`src/rtl/conv_sequencer.sv`:
```
module conv_sequencer #(
  parameter int BASE_W = 13,
  parameter logic [15:0] OFFSET_RST = 16'h8000
) (
  input  logic        clk,
  input  logic        rst_n,
  input  logic        tick,
  input  logic        cap_en,
  input  logic        cap_chop,
  input  logic [2:0]  cap_fs,
  input  logic        vt_en,
  input  logic [1:0]  vt_fs,
  input  logic        clk_half,
  input  logic        exc_on,
  input  logic [2:0]  mode,
  input  logic [15:0] cal_result,
  output logic        conv_busy,
  output logic        active_vt,
  output logic        exc_en,
  output logic        cap_done,
  output logic        vt_done,
  output logic        cal_done,
  output logic        mode_clr,
  output logic [15:0] offset_q
);
  localparam int CNT_W = BASE_W + 1;

  function automatic logic [BASE_W-1:0] cap_ticks(input logic chop, input logic [2:0] fs);
    logic [BASE_W-1:0] t;
    if (!chop)
      case (fs)
        3'd0: t = BASE_W'(110);
        3'd1: t = BASE_W'(119);
        3'd2: t = BASE_W'(200);
        3'd3: t = BASE_W'(380);
        3'd4: t = BASE_W'(620);
        3'd5: t = BASE_W'(770);
        3'd6: t = BASE_W'(920);
        default: t = BASE_W'(1096);
      endcase
    else
      case (fs)
        3'd0: t = BASE_W'(201);
        3'd1: t = BASE_W'(220);
        3'd2: t = BASE_W'(381);
        3'd3: t = BASE_W'(741);
        3'd4: t = BASE_W'(1221);
        3'd5: t = BASE_W'(1521);
        3'd6: t = BASE_W'(1821);
        default: t = BASE_W'(2173);
      endcase
    return t;
  endfunction

  function automatic logic [BASE_W-1:0] vt_ticks(input logic [1:0] fs);
    logic [BASE_W-1:0] t;
    case (fs)
      2'd0: t = BASE_W'(201);
      2'd1: t = BASE_W'(321);
      2'd2: t = BASE_W'(621);
      default: t = BASE_W'(1221);
    endcase
    return t;
  endfunction

  logic             busy, ch, prev_cap, halt;
  logic [CNT_W-1:0] cnt;

  wire is_cont   = (mode == 3'b001);
  wire is_single = (mode == 3'b010);
  wire is_offcal = (mode == 3'b101);
  wire is_cal    = is_offcal || (mode == 3'b110);
  wire run       = is_cont || is_single || is_cal;

  wire [BASE_W-1:0] base = ch ? vt_ticks(vt_fs) : cap_ticks(cap_chop, cap_fs);
  wire [CNT_W-1:0]  len  = clk_half ? {base, 1'b0} : {1'b0, base};
  wire [CNT_W:0]    cnt_nx = {1'b0, cnt} + {{CNT_W{1'b0}}, 1'b1};

  wire want_vt   = !is_cal && vt_en && (!cap_en || prev_cap);
  wire can_start = run && !busy && !halt && (is_cal ? cap_en : (cap_en || vt_en));
  wire last      = busy && tick && (cnt_nx >= {1'b0, len});
  wire finish    = last && (is_cal || (is_single && (ch || !vt_en)));

  always_ff @(posedge clk) begin
    if (!rst_n) begin
      busy     <= 1'b0;
      ch       <= 1'b0;
      prev_cap <= 1'b0;
      halt     <= 1'b0;
      cnt      <= '0;
      cap_done <= 1'b0;
      vt_done  <= 1'b0;
      cal_done <= 1'b0;
      mode_clr <= 1'b0;
      offset_q <= OFFSET_RST;
    end else begin
      cap_done <= 1'b0;
      vt_done  <= 1'b0;
      cal_done <= 1'b0;
      mode_clr <= 1'b0;
      if (!run) begin
        busy     <= 1'b0;
        cnt      <= '0;
        prev_cap <= 1'b0;
        halt     <= 1'b0;
      end else if (can_start) begin
        busy <= 1'b1;
        ch   <= want_vt;
        cnt  <= '0;
      end else if (busy && tick) begin
        if (last) begin
          busy     <= 1'b0;
          cnt      <= '0;
          prev_cap <= !ch;
          if (is_cal) cal_done <= 1'b1;
          else if (ch) vt_done <= 1'b1;
          else cap_done <= 1'b1;
          if (finish) begin
            halt     <= 1'b1;
            mode_clr <= 1'b1;
          end
          if (is_offcal) offset_q <= cal_result;
        end else begin
          cnt <= cnt_nx[CNT_W-1:0];
        end
      end
    end
  end

  assign conv_busy = busy;
  assign active_vt = busy && ch;
  assign exc_en    = busy && (!ch || exc_on);

  AST_DONE_EXCL: assert property (@(posedge clk) disable iff (!rst_n)
    $onehot0({cap_done, vt_done, cal_done}));
  AST_DONE_ON_TICK: assert property (@(posedge clk) disable iff (!rst_n)
    (cap_done || vt_done || cal_done) |-> ($past(tick) && $past(busy)));
  AST_DONE_NEEDS_RUN: assert property (@(posedge clk) disable iff (!rst_n)
    (cap_done || vt_done || cal_done) |-> $past(run));
  AST_STOP_CLEARS: assert property (@(posedge clk) disable iff (!rst_n)
    !run |=> !conv_busy);
  AST_CLR_AT_END: assert property (@(posedge clk) disable iff (!rst_n)
    mode_clr |-> ((cap_done || vt_done || cal_done) && !conv_busy));
  AST_CAP_EXCITED: assert property (@(posedge clk) disable iff (!rst_n)
    cap_done |-> $past(exc_en));
  AST_VT_EXC_OFF: assert property (@(posedge clk) disable iff (!rst_n)
    (vt_done && !$past(exc_on)) |-> !$past(exc_en));
  AST_OFFSET_HOLD: assert property (@(posedge clk) disable iff (!rst_n)
    !cal_done |-> $stable(offset_q));
endmodule

```
`config.mk`:
```
export PLATFORM = sky130hd
export DESIGN_NAME = conv_sequencer
export DESIGN_NICKNAME = d
export VERILOG_FILES = /design/src/rtl/conv_sequencer.sv
export SDC_FILE = /design/constraint.sdc
export NUM_CORES = 1
export LEC_CHECK = 0
export ABC_AREA = 1
export BUFFER_PORTS_ARGS = -buffer_cell sky130_fd_sc_hd__clkbuf_2
export CAP_MARGIN = 25
export CORE_UTILIZATION = 50
export CTS_CLUSTER_DIAMETER = 40
export DETAILED_ROUTE_END_ITERATION = 16
export PLACE_DENSITY = 0.81
export SLEW_MARGIN = 20
export SYNTH_ARGS = -nofsm -noshare
export SYNTH_HDL_FRONTEND = slang
export SYNTH_SLANG_ARGS = --single-unit
```
`constraint.sdc`:
```
create_clock -name clk -period 2.6 [get_ports clk]
set_input_delay 0.52 -clock clk [delete_from_list [all_inputs] [get_ports clk]]
set_output_delay 0.52 -clock clk [all_outputs]
set_load 0.02 [all_outputs]
```
==> out/results.ini, run 1 <==
[route]
drtIter0Drc = 205
vias_per_cell = 5.096
wl_per_cell_um = 12.39
final_antenna_net_count = 0
first_pass_iters = 4
drc = 0
num_vias = 3017
drt-total-wl_mm = 7.337

[timing]
hold_viol_final = 0
drv_slew = 0
rsz0062_at_grt = yes
skew_ps = 4.211
tightestPinTransition_ps = 434.5
timing.final.crit_share_pct = 101.2
slew-limit-headroom_pct = 70.92
setup_violations = 2
min_period_ps = 2632
setup_ws_ps = -31.71
max_freq_mhz = 380.0

[clock_network]
cts_buffer_depth = 2
clk_latency_ps = 300
clock_sinks = 38
path_clk_slew_ps = 80
cts_inserted_buffers = 5
cts_hold_buf = 0
cts.htree.levels = 2
clockRootBuffer = clkbuf_8
cts_tree = yes

[critical_path]
worst_setup_path_end_kind = flop
critical_path_required_ps = 2830
cp_max_fo = 8
critPathKind = primary input to flop
worstPathArrival_ps = 2860
crit_path_start_kind = primary input

[cells_and_area]
final-seq-area_um2 = 767.0
drive_above_1_share_pct = 29.50
fill_cells = 394
final_util_pct = 70.66
num-nets-final = 574
fin_cells = 592
area_delta_synth_final_pct = 33.06
multi_input_area_mm2 = 0.001847
n_antenna_cell = 0

[placed_design]
globalplace.congestion = 0.8993
port_buffers = 54
dpl.hpwl_mm = 4.977
placed_cells = 580

[yosys]
synth_area_leaders = dfxtp_1 (27%), nand2_1 (13%), inv_1 (12%), ha_1 (9.4%), nor2_1 (7.2%)
synthFlopType = dfxtp_1
syn_area_mm2 = 0.002781
synth_common_cells = nand2_1 (99), inv_1 (92), nor2_1 (53), dfxtp_1 (38), o21ai_0 (30)
synth_top_area_cell = dfxtp_1
synth_top_area_share_pct = 27.35
synth_most_common_cell = nand2_1
synth_area_per_cell_um2 = 6.307
synth-seq-area-share_pct = 27.35
syn_inst = 441
synth_edf_count = 0
async_reset_ff_share_pct = 0
synth_cell_type_count = 28
ys_seq_elements = 38
syn_nets = 494
ys.warnings.count = 0

[die]
die_x_um = 76.59
io_pins = 55
start_util_pct = 53.11
fp.dieH_um = 76.59
die-area_mm2 = 0.005865
coreArea_mm2 = 0.005238
row_count = 26

[global_routing]
grt_max_degree = 30
antenna_found_initial = 0
grt_use_total_pct = 23.16
use_met1_pct = 25.39
grt_pass1_wl_mm = 11.26
grt_util_met3_pct = 3.353
grt_pass1_vias = 2778
grt_busiest_layer = met2
grt_overflow = 0
met2_usage_pct = 44.14

[hold_path]
hold_class = flop to flop

[run_status]
outcome = finished, violations left
violations = setup timing

[power]
irDropWorstVdd_v = 0.0002310
power_leakage_nw = 1.876
powerDensity_mw_per_mm2 = 351.2

[flow_run]
maxCapViolations = 0

-- power by group --
group / internal [W] / leakage, nW / switching (W)
Sequential: 0.000584 / 0.308 / 0.00000409
Clock: 0.000213 / 0.0472 / 0.000222
Combinational: 0.000112 / 1.52 / 0.000164
Total: 0.000909 / 1.88 / 0.000391
-- state kept, by name, indices dropped and copies added, names as in the netlist --
register,count
offset_q,16
cnt,14
cal_done,1
cap_done,1
ch,1
conv_busy,1
halt,1
mode_clr,1
prev_cap,1
vt_done,1
-- layout by cell type (no fill, tap or decap), types with 5 or more instances in the layout --
cell type  netlist  layout
nand2_1         99      89
inv_1           92      86
clkbuf_2         0      51
nor2_1          53      46
dfxtp_1         38      35
buf_4            0      31
o21ai_0         30      23
nand4_1         19      19
ha_1            21      17
nand3_1         13      12
a21oi_1         17      10
nand2_2          0      10
a21oi_2          3       9
o21ai_1          1       7
xor2_1          10       6
nor3_1           9       6
clkbuf_8         0       6
inv_2            0       5
nor2_2           2       5
-- cells by family (layout without fill, tap and decap cells) --
logic type	count (synthesis)	in the layout	share of synthesized area (%)
and+or+nand+nor	201	202	31.67
AOI/OAI and AO/OA	61	61	12.28
xor gates and xnor gates	10	10	3.149
adders and majority gates	21	21	9.447
DFF	38	38	27.35
muxes	2	2	0.7198
buffers and inverters	108	188	15.38
-- routing by layer --
layer / up-vias / wire [um]
met1: 1357 / 3074
met2: 103 / 3756
met3: 24 / 311
met4: 0 / 194
met5: - / 0
li1: 1533 / -
-- path summary, 6_finish.rpt --
| check | start | to | slack (ps) | cells after the start |
|---|---|---|---|---|
| worst max register to register | cnt[1]$_SDFFE_PP0P_ | offset_q[14]$_SDFFE_PN0P_ | 20 | 17 |
| worst min register to register | offset_q[15]$_SDFFE_PN1P_ | offset_q[15]$_SDFFE_PN1P_ | 470 | 2 |
| worst min-delay path | offset_q[15]$_SDFFE_PN1P_ | offset_q[15]$_SDFFE_PN1P_ | 470 | 2 |
| worst max-delay path | cap_fs[2] | offset_q[14]$_SDFFE_PN0P_ | -30 | 20 |
-- final cells by class --
type | count | area share, %
tap | 70 | 2.366
clock inverter | 2 | 0.3381
clock buffer | 6 | 2.231
sequential | 38 | 20.72
inverter | 93 | 9.567
timing repair buffer | 87 | 14.87
multi-input combinational | 296 | 49.90
-- repair_timing --
| action | 4_1_cts | 5_1_grt |
|---|---|---|
| pin swaps | 1 | 34 |
| buffers inserted | 1 | 1 |
| cloned | 0 | 2 |
| endpoints found under the setup margin | 18 | 33 |
| gates resized for setup | 2 | 77 |
-- worst max-delay path: stages --
cell and delay, ps:
buf_4 130, inv_2 110, nor2_4 50, o21ai_0 240
nand2_1 140, a21oi_2 190, o21ai_1 80, ha_1 310
nand2_1 70, a21oi_1 110, nor2_1 60, nand2_1 60
nand2_1 60, nand2_1 80, nand2_2 90, nand2_8 140
nand3_4 160, nand2_2 100, inv_1 40, nor2_1 110
-- metrics by stage --
step	total power (W)	TNS, ps	setup slack [ps]	area (um^2)	hold slack (ps)
CTS	0.001267	0	10.24	3408	472.6
global route	0.001366	-1997	-136.9	3701	505.0
detailed placement	0.0008349	-6013	-221.8	3298	453.5
floorplan	0.0007512	0	3.229	2783	429.7
finish	0.001300	-42.92	-31.71	3701	471.1
global placement	0.0008295	-3558	-133.8	3298	446.2
(Power assumes the default switching activity.)
==> inputs of run 2 (changes only) <==
--- a/config.mk
+++ b/config.mk
@@ -8,10 +8,10 @@
 export ABC_AREA = 1
 export BUFFER_PORTS_ARGS = -buffer_cell sky130_fd_sc_hd__clkbuf_2
 export CAP_MARGIN = 25
-export CORE_UTILIZATION = 50
+export CORE_UTILIZATION = 55
 export CTS_CLUSTER_DIAMETER = 40
 export DETAILED_ROUTE_END_ITERATION = 16
-export PLACE_DENSITY = 0.81
+export PLACE_DENSITY = 0.85
 export SLEW_MARGIN = 20
 export SYNTH_ARGS = -nofsm -noshare
 export SYNTH_HDL_FRONTEND = slang
==> constraint.sdc (replaced) <==
create_clock -name clk -period 2.9 [get_ports clk]
set_input_delay 0.58 -clock clk [delete_from_list [all_inputs] [get_ports clk]]
set_output_delay 0.58 -clock clk [all_outputs]
set_load 0.02 [all_outputs]
==> out/results.ini, run 2 (synthesized netlist as in run 1, its figures left out) <==
[route]
drt-total-wl_mm = 6.043  ; -18%
num_vias = 2810  ; -6.9%
drc = 0  ; unchanged
final_antenna_net_count = 0  ; unchanged
wl_per_cell_um = 10.68  ; -14%
first_pass_iters = 4  ; unchanged
drtIter0Drc = 170  ; -17%
vias_per_cell = 4.965  ; -2.6%

[clock_network]
cts_inserted_buffers = 5  ; unchanged
clockRootBuffer = clkbuf_8
cts.htree.levels = 2  ; unchanged
clock_sinks = 38  ; unchanged
cts_tree = yes
cts_hold_buf = 0  ; unchanged
clk_latency_ps = 290  ; about the same
path_clk_slew_ps = 80  ; about the same
cts_buffer_depth = 2  ; unchanged

[die]
start_util_pct = 58.12  ; +5.0 points
fp.dieH_um = 73.12  ; -4.5%
die-area_mm2 = 0.005346  ; -8.9%
coreArea_mm2 = 0.004786  ; -8.6%
io_pins = 55  ; unchanged
die_x_um = 73.12  ; -4.5%
row_count = 25  ; -3.8%

[timing]
min_period_ps = 2655
skew_ps = 4.836  ; +0.6258 ps
slew-limit-headroom_pct = 73.93  ; +3.0 points
timing.final.crit_share_pct = 91.55
max_freq_mhz = 376.7
setup_ws_ps = 245.0  ; +276.8 ps
hold_viol_final = 0  ; unchanged
tightestPinTransition_ps = 391.0  ; -43.54 ps
drv_slew = 0  ; unchanged
setup_violations = 0  ; -2

[power]
fin_total_pwr_w = 0.001110  ; -15%
powerDensity_mw_per_mm2 = 338.1  ; -3.7%
power_leakage_nw = 1.741  ; -7.2%
irDropWorstVdd_v = 0.0002010  ; -13%

[critical_path]
worstPathArrival_ps = 2880  ; +20 ps
critPathKind = primary input to flop
crit_path_start_kind = primary input
r2r_start = cnt[1]$_SDFFE_PP0P_
worst_setup_path_end_kind = flop
critical_path_required_ps = 3130  ; +300 ps
slowest_stage = ha_1
startpoint = cap_fs[1]
cpPeakStageDelay_ps = 270  ; -40 ps
path_cells = clkbuf_2, inv_1, nor2_1, inv_1, o211ai_1, o211ai_1, nand2_1, o21ai_2, ha_1, nand2_1, a21oi_1, nor2_1, nand2_1, nand2_1, nand2_1, nand2_2, nand2_4, nand3_2, nand2_1, inv_1, nor2_1
crit_top_cell = nand2_1
cp_max_fo = 9  ; +1

[cells_and_area]
largest_reg_flops = 16  ; unchanged
layout_common_cells = nand2_1 (98), inv_1 (90), clkbuf_2 (54)
final_common_cell = nand2_1
drive_above_1_share_pct = 18.84  ; -11 points
num-nets-final = 551  ; -4.0%
fin_cells = 566  ; -4.4%
largestRegisters = offset_q (16), cnt (14)
final_util_pct = 68.60  ; -2.1 points
area_delta_synth_final_pct = 18.04
n_antenna_cell = 0  ; unchanged
top_register = offset_q

[hold_path]
hold_start = halt$_SDFFE_PN0P_
hold_class = flop to flop

[global_routing]
grt_overflow = 0  ; unchanged
grt_max_degree = 35  ; +17%
grt_use_total_pct = 23.69  ; +0.54 points
grt_pass1_wl_mm = 10.05  ; -11%
antenna_found_initial = 0  ; unchanged
grt_pass1_vias = 2506  ; -9.8%

[placed_design]
globalplace.congestion = 0.8952  ; -0.46%
dpl.hpwl_mm = 4.515  ; -9.3%
placed_cells = 556  ; -4.1%
port_buffers = 54  ; unchanged
dp_slack_ps = -155.7  ; +66.12 ps

[flow_run]
maxCapViolations = 0  ; unchanged

[run_status]
outcome = complete, no violations

-- run 2: where the power goes --
group	switching, W	internal [W]	total (W)
combinational	0.000125	0.0000735	0.000199
sequential	0.00000348	0.000525	0.000528
clock	0.000192	0.000191	0.000383
-- run 2: area by class of cell --
| type | instances | area [um^2] |
|---|---|---|
| Clock inverter | 2 | 12.51 |
| Fill cell | 393 | 1503 |
| Clock buffer | 6 | 82.58 |
| Inverter | 93 | 349.1 |
| Sequential cell | 38 | 760.7 |
| Timing Repair Buffer | 64 | 357.8 |
| Tap cell | 67 | 83.83 |
| Multi-Input combinational cell | 296 | 1637 |
-- run 2: critical path, delay by kind of cell --
family,cells,cell delay (ps)
buffers and inverters,4,380
AND/OR/NAND/NOR,12,1110
AO/OA/AOI/OAI,4,550
adder cells (fa/ha/maj),1,270
-- run 2: metal layers --
| metal | vias up | GRT usage (%) | routed length [um] | part of all wire [%] |
|---|---|---|---|---|
| met1 | 1230 | 27.28 | 2748 | 45 |
| li1 | 1491 | - | - | - |
| met5 | - | 0 | 0 | 0 |
| met4 | 0 | 11.11 | 122 | 2.0 |
| met3 | 11 | 5.525 | 265 | 4.4 |
| met2 | 78 | 41.26 | 2905 | 48 |
-- run 2: path summary, 6_finish.rpt --
kind              cells after the start                   endpoint  slack [ps]
setup / recovery                     21   offset_q[4]$_SDFFE_PN0P_         250
hold / removal                        2          halt$_SDFFE_PN0P_         470
setup reg to reg                     17  offset_q[13]$_SDFFE_PN0P_         270
hold reg to reg                       2          halt$_SDFFE_PN0P_         470
-- run 2: what timing repair did --
item,4_1_cts,5_1_grt
endpoints found under the hold margin,0,0
setup buffers,0,1
resized for setup,0,12
setup endpoints to repair,0,33
-- run 2: metrics by stage --
stage	area, um^2	hold slack, ps	TNS [ps]
after floorplan	2781	429.7	0
after global placement	3137	443.7	0
after detailed placement	3137	451.1	-3598
after CTS	3232	470.4	0
after global routing	3283	496.9	-170.8
final	3283	470.3	0
==> inputs of run 3 (changes only) <==
--- a/config.mk
+++ b/config.mk
@@ -5,9 +5,8 @@
 export SDC_FILE = /design/constraint.sdc
 export NUM_CORES = 1
 export LEC_CHECK = 0
-export ABC_AREA = 1
 export BUFFER_PORTS_ARGS = -buffer_cell sky130_fd_sc_hd__clkbuf_2
-export CAP_MARGIN = 25
+export CAP_MARGIN = 20
 export CORE_UTILIZATION = 55
 export CTS_CLUSTER_DIAMETER = 40
 export DETAILED_ROUTE_END_ITERATION = 16
==> out/results.ini, run 3 <==
[run_status]
outcome = finished, violations left
violations = DRC, setup timing

[die]
start_util_pct = 58.53  ; +0.41 points
io_pins = 55  ; unchanged
die_x_um = 71  ; -2.9%
die-area_mm2 = 0.005041  ; -5.7%
fp.dieH_um = 71  ; -2.9%
coreArea_mm2 = 0.004474  ; -6.5%
row_count = 24  ; -4.0%

[global_routing]
grt_max_degree = 35  ; unchanged
grt_use_total_pct = 26.61  ; +2.9 points
grt_overflow = 0  ; unchanged
antenna_found_initial = 0  ; unchanged
grt_pass1_wl_mm = 10.81  ; +7.6%
grt_pass1_vias = 2551  ; +1.8%

[cells_and_area]
drive_above_1_share_pct = 35.61  ; +17 points
final_common_cell = nand2_1
fin_area_mm2 = 0.003677  ; +12%
fill_cells = 216  ; -45%
largest_reg_flops = 16  ; unchanged
area_delta_synth_final_pct = 40.42
final_util_pct = 82.19  ; +14 points
n_antenna_cell = 0  ; unchanged
top_register = offset_q
num-nets-final = 476  ; -14%
layout_common_cells = nand2_1 (53), clkbuf_2 (50), dfxtp_1 (38), buf_4 (38), nor2_1 (31)
largestRegisters = offset_q (16), cnt (14)

[clock_network]
path_clk_slew_ps = 80  ; about the same
cts.htree.levels = 2  ; unchanged
cts_hold_buf = 0  ; unchanged
cts_inserted_buffers = 5  ; unchanged
cts_buffer_depth = 2  ; unchanged
cts_tree = yes
clock_sinks = 38  ; unchanged
clockRootBuffer = clkbuf_8
clk_latency_ps = 300  ; about the same

[timing]
rsz0062_at_grt = yes
hold_viol_final = 0  ; unchanged
timing.final.crit_share_pct = 104.4  ; +13 points
min_period_ps = 3029  ; +373.7 ps
slew-limit-headroom_pct = 54.71  ; -19 points
tightestPinTransition_ps = 672.3  ; +281.3 ps
skew_ps = 8.346  ; +3.509 ps
max_freq_mhz = 330.2  ; -12%
setup_violations = 35  ; +35
setup_ws_ps = -128.7  ; -373.7 ps
drv_slew = 0  ; unchanged

[route]
final_antenna_net_count = 0  ; unchanged
drc = 1  ; +1
drt-total-wl_mm = 7.859  ; +30%
first_pass_iters = 12  ; +8
wl_per_cell_um = 16.51  ; +55%
drtIter0Drc = 196  ; +15%
num_vias = 2837  ; +0.96%
vias_per_cell = 5.960  ; +20%

[critical_path]
cp_max_fo = 6  ; -3
critPathKind = primary input to flop
critical_path_required_ps = 3130  ; about the same
crit_path_start_kind = primary input
worstPathArrival_ps = 3260  ; +380 ps
worst_setup_path_end_kind = flop

[yosys]
syn_nets = 385  ; -22%
muxShareOfSynthArea_pct = 10.18  ; +9.5 points
ys_seq_elements = 38  ; unchanged
ys.warnings.count = 0  ; unchanged
synth_area_leaders = dfxtp_1 (29%), ha_1 (10%), mux2i_1 (9.2%), nand2_1 (7.9%), nor2_1 (6.2%)
synthFlopType = dfxtp_1
synth_fa_ha_area_share_pct = 10.03  ; +0.59 points
syn_inst = 332  ; -25%
synth_area_per_cell_um2 = 7.888  ; +25%
syn_area_mm2 = 0.002619  ; -5.8%
synth_common_cells = nand2_1 (55), nor2_1 (43), dfxtp_1 (38), mux2i_1 (24), ha_1 (21)
synth_xor_area_share_pct = 9.030  ; +5.9 points
synth-seq-area-share_pct = 29.05  ; +1.7 points
synth_edf_count = 0  ; unchanged
synth_top_area_cell = dfxtp_1
synth_top_family_by_area = simple AND/OR/NAND/NOR gates
synth_top_area_share_pct = 29.05  ; +1.7 points
synth-compound-area-share_pct = 11.32  ; -0.96 points
synth_most_common_cell = nand2_1
synthSimpleGateAreaFrac_pct = 26.09  ; -5.6 points
synth_cell_type_count = 43  ; +54%
async_reset_ff_share_pct = 0  ; unchanged

[placed_design]
port_buffers = 54  ; unchanged
place_area_mm2 = 0.003188  ; +1.6%
globalplace.congestion = 0.8946  ; about the same
dpl.hpwl_mm = 4.674  ; +3.5%

[hold_path]
hold_class = flop to flop

[flow_run]
maxCapViolations = 0  ; unchanged

[power]
fin_total_pwr_w = 0.001347  ; +21%
powerDensity_mw_per_mm2 = 366.4  ; +8.4%
irDropWorstVdd_v = 0.0003453  ; +72%
power_leakage_nw = 1.617  ; -7.2%

-- run 3: cell count changes after synthesis, sizes merged, moves of 4 or more --
cell / before / now
nand4: 19 / 6
o21ai: 31 / 12
nand2b: 0 / 5
nand2: 102 / 55
a31oi: 1 / 5
inv: 92 / 9
mux2i: 2 / 24
nor2: 55 / 44
xnor2: 0 / 12
xor2: 10 / 15
a21oi: 20 / 11
nor2b: 0 / 6
-- run 3: area by class of cell --
| cell class | count | area (um^2) | share of cell area, % |
|---|---|---|---|
| Clock inverter | 3 | 68.82 | 1.871 |
| Tap cell | 52 | 65.06 | 1.769 |
| Clock buffer | 5 | 68.82 | 1.871 |
| Sequential cell | 38 | 760.7 | 20.69 |
| Timing Repair Buffer | 102 | 720.7 | 19.60 |
| Inverter | 9 | 33.78 | 0.9187 |
| Multi-Input combinational cell | 267 | 1959 | 53.28 |
-- run 3: kinds of logic (layout without fill, tap and decap cells) --
logic type / count (synthesis) / after routing
AO/OA/AOI/OAI: 44 / 44
XOR/XNOR: 27 / 27
adder cells (fa/ha/maj): 21 / 21
buffers and inverters: 27 / 119
flip-flops: 38 / 38
multiplexers: 26 / 26
AND/OR/NAND/NOR: 149 / 149
-- run 3: repair_timing --
action / 4_1_cts / 5_1_grt
setup endpoints to repair: 33 / 37
hold endpoints to repair: 0 / 0
buffers inserted: 2 / 9
pin swaps: 7 / 25
resized for setup: 13 / 58
gates cloned: 0 / 1
-- run 3: worst paths after layout --
kind	cells after the start	to	slack, ps	startpoint
min reg2reg	2	offset_q[13]$_SDFFE_PN0P_	460	offset_q[13]$_SDFFE_PN0P_
max	16	cnt[6]$_SDFFE_PP0P_	-130	cap_fs[2]
min	2	offset_q[13]$_SDFFE_PN0P_	460	offset_q[13]$_SDFFE_PN0P_
max reg2reg	14	cnt[6]$_SDFFE_PP0P_	-80	cnt[1]$_SDFFE_PP0P_
-- run 3: routing by layer --
layer  share of wire (%)  GRT usage [%]  vias up
met3                 5.0          4.274       33
met2                  52          49.04      135
met4                 4.0          9.111        0
met5                   0              0        -
met1                  39          31.21     1351
li1                    -              -     1318
-- run 3: through the flow --
step	cells	hold slack, ps	setup WS [ps]	setup TNS (ps)
global placement	459	441.8	-394.8	-12470
detailed placement	459	448.6	-563.2	-16140
finish	476	463.7	-128.7	-3091
global route	476	483.4	-241.6	-7183
CTS	469	464.5	-46.72	-100.7
floorplan	332	450.8	-289.3	-7729
-- run 3: critical path, cell delays in order --
cell,delay (ps)
buf_8,100
nor2b_4,120
nor2_1,120
a21oi_1,110
o32ai_2,280
nor2_1,60
a31oi_1,180
ha_1,300
a21o_1,190
a31oi_2,230
o21bai_4,100
a2111oi_4,300
buf_6,180
o211ai_4,130
buf_12,180
nor2_1,100
-- run 3: power breakdown --
part | internal (W) | switching [W]
clock | 0.000345 | 0.000199
combinational | 0.000127 | 0.000149
sequential | 0.000523 | 0.00000452
total | 0.000995 | 0.000353
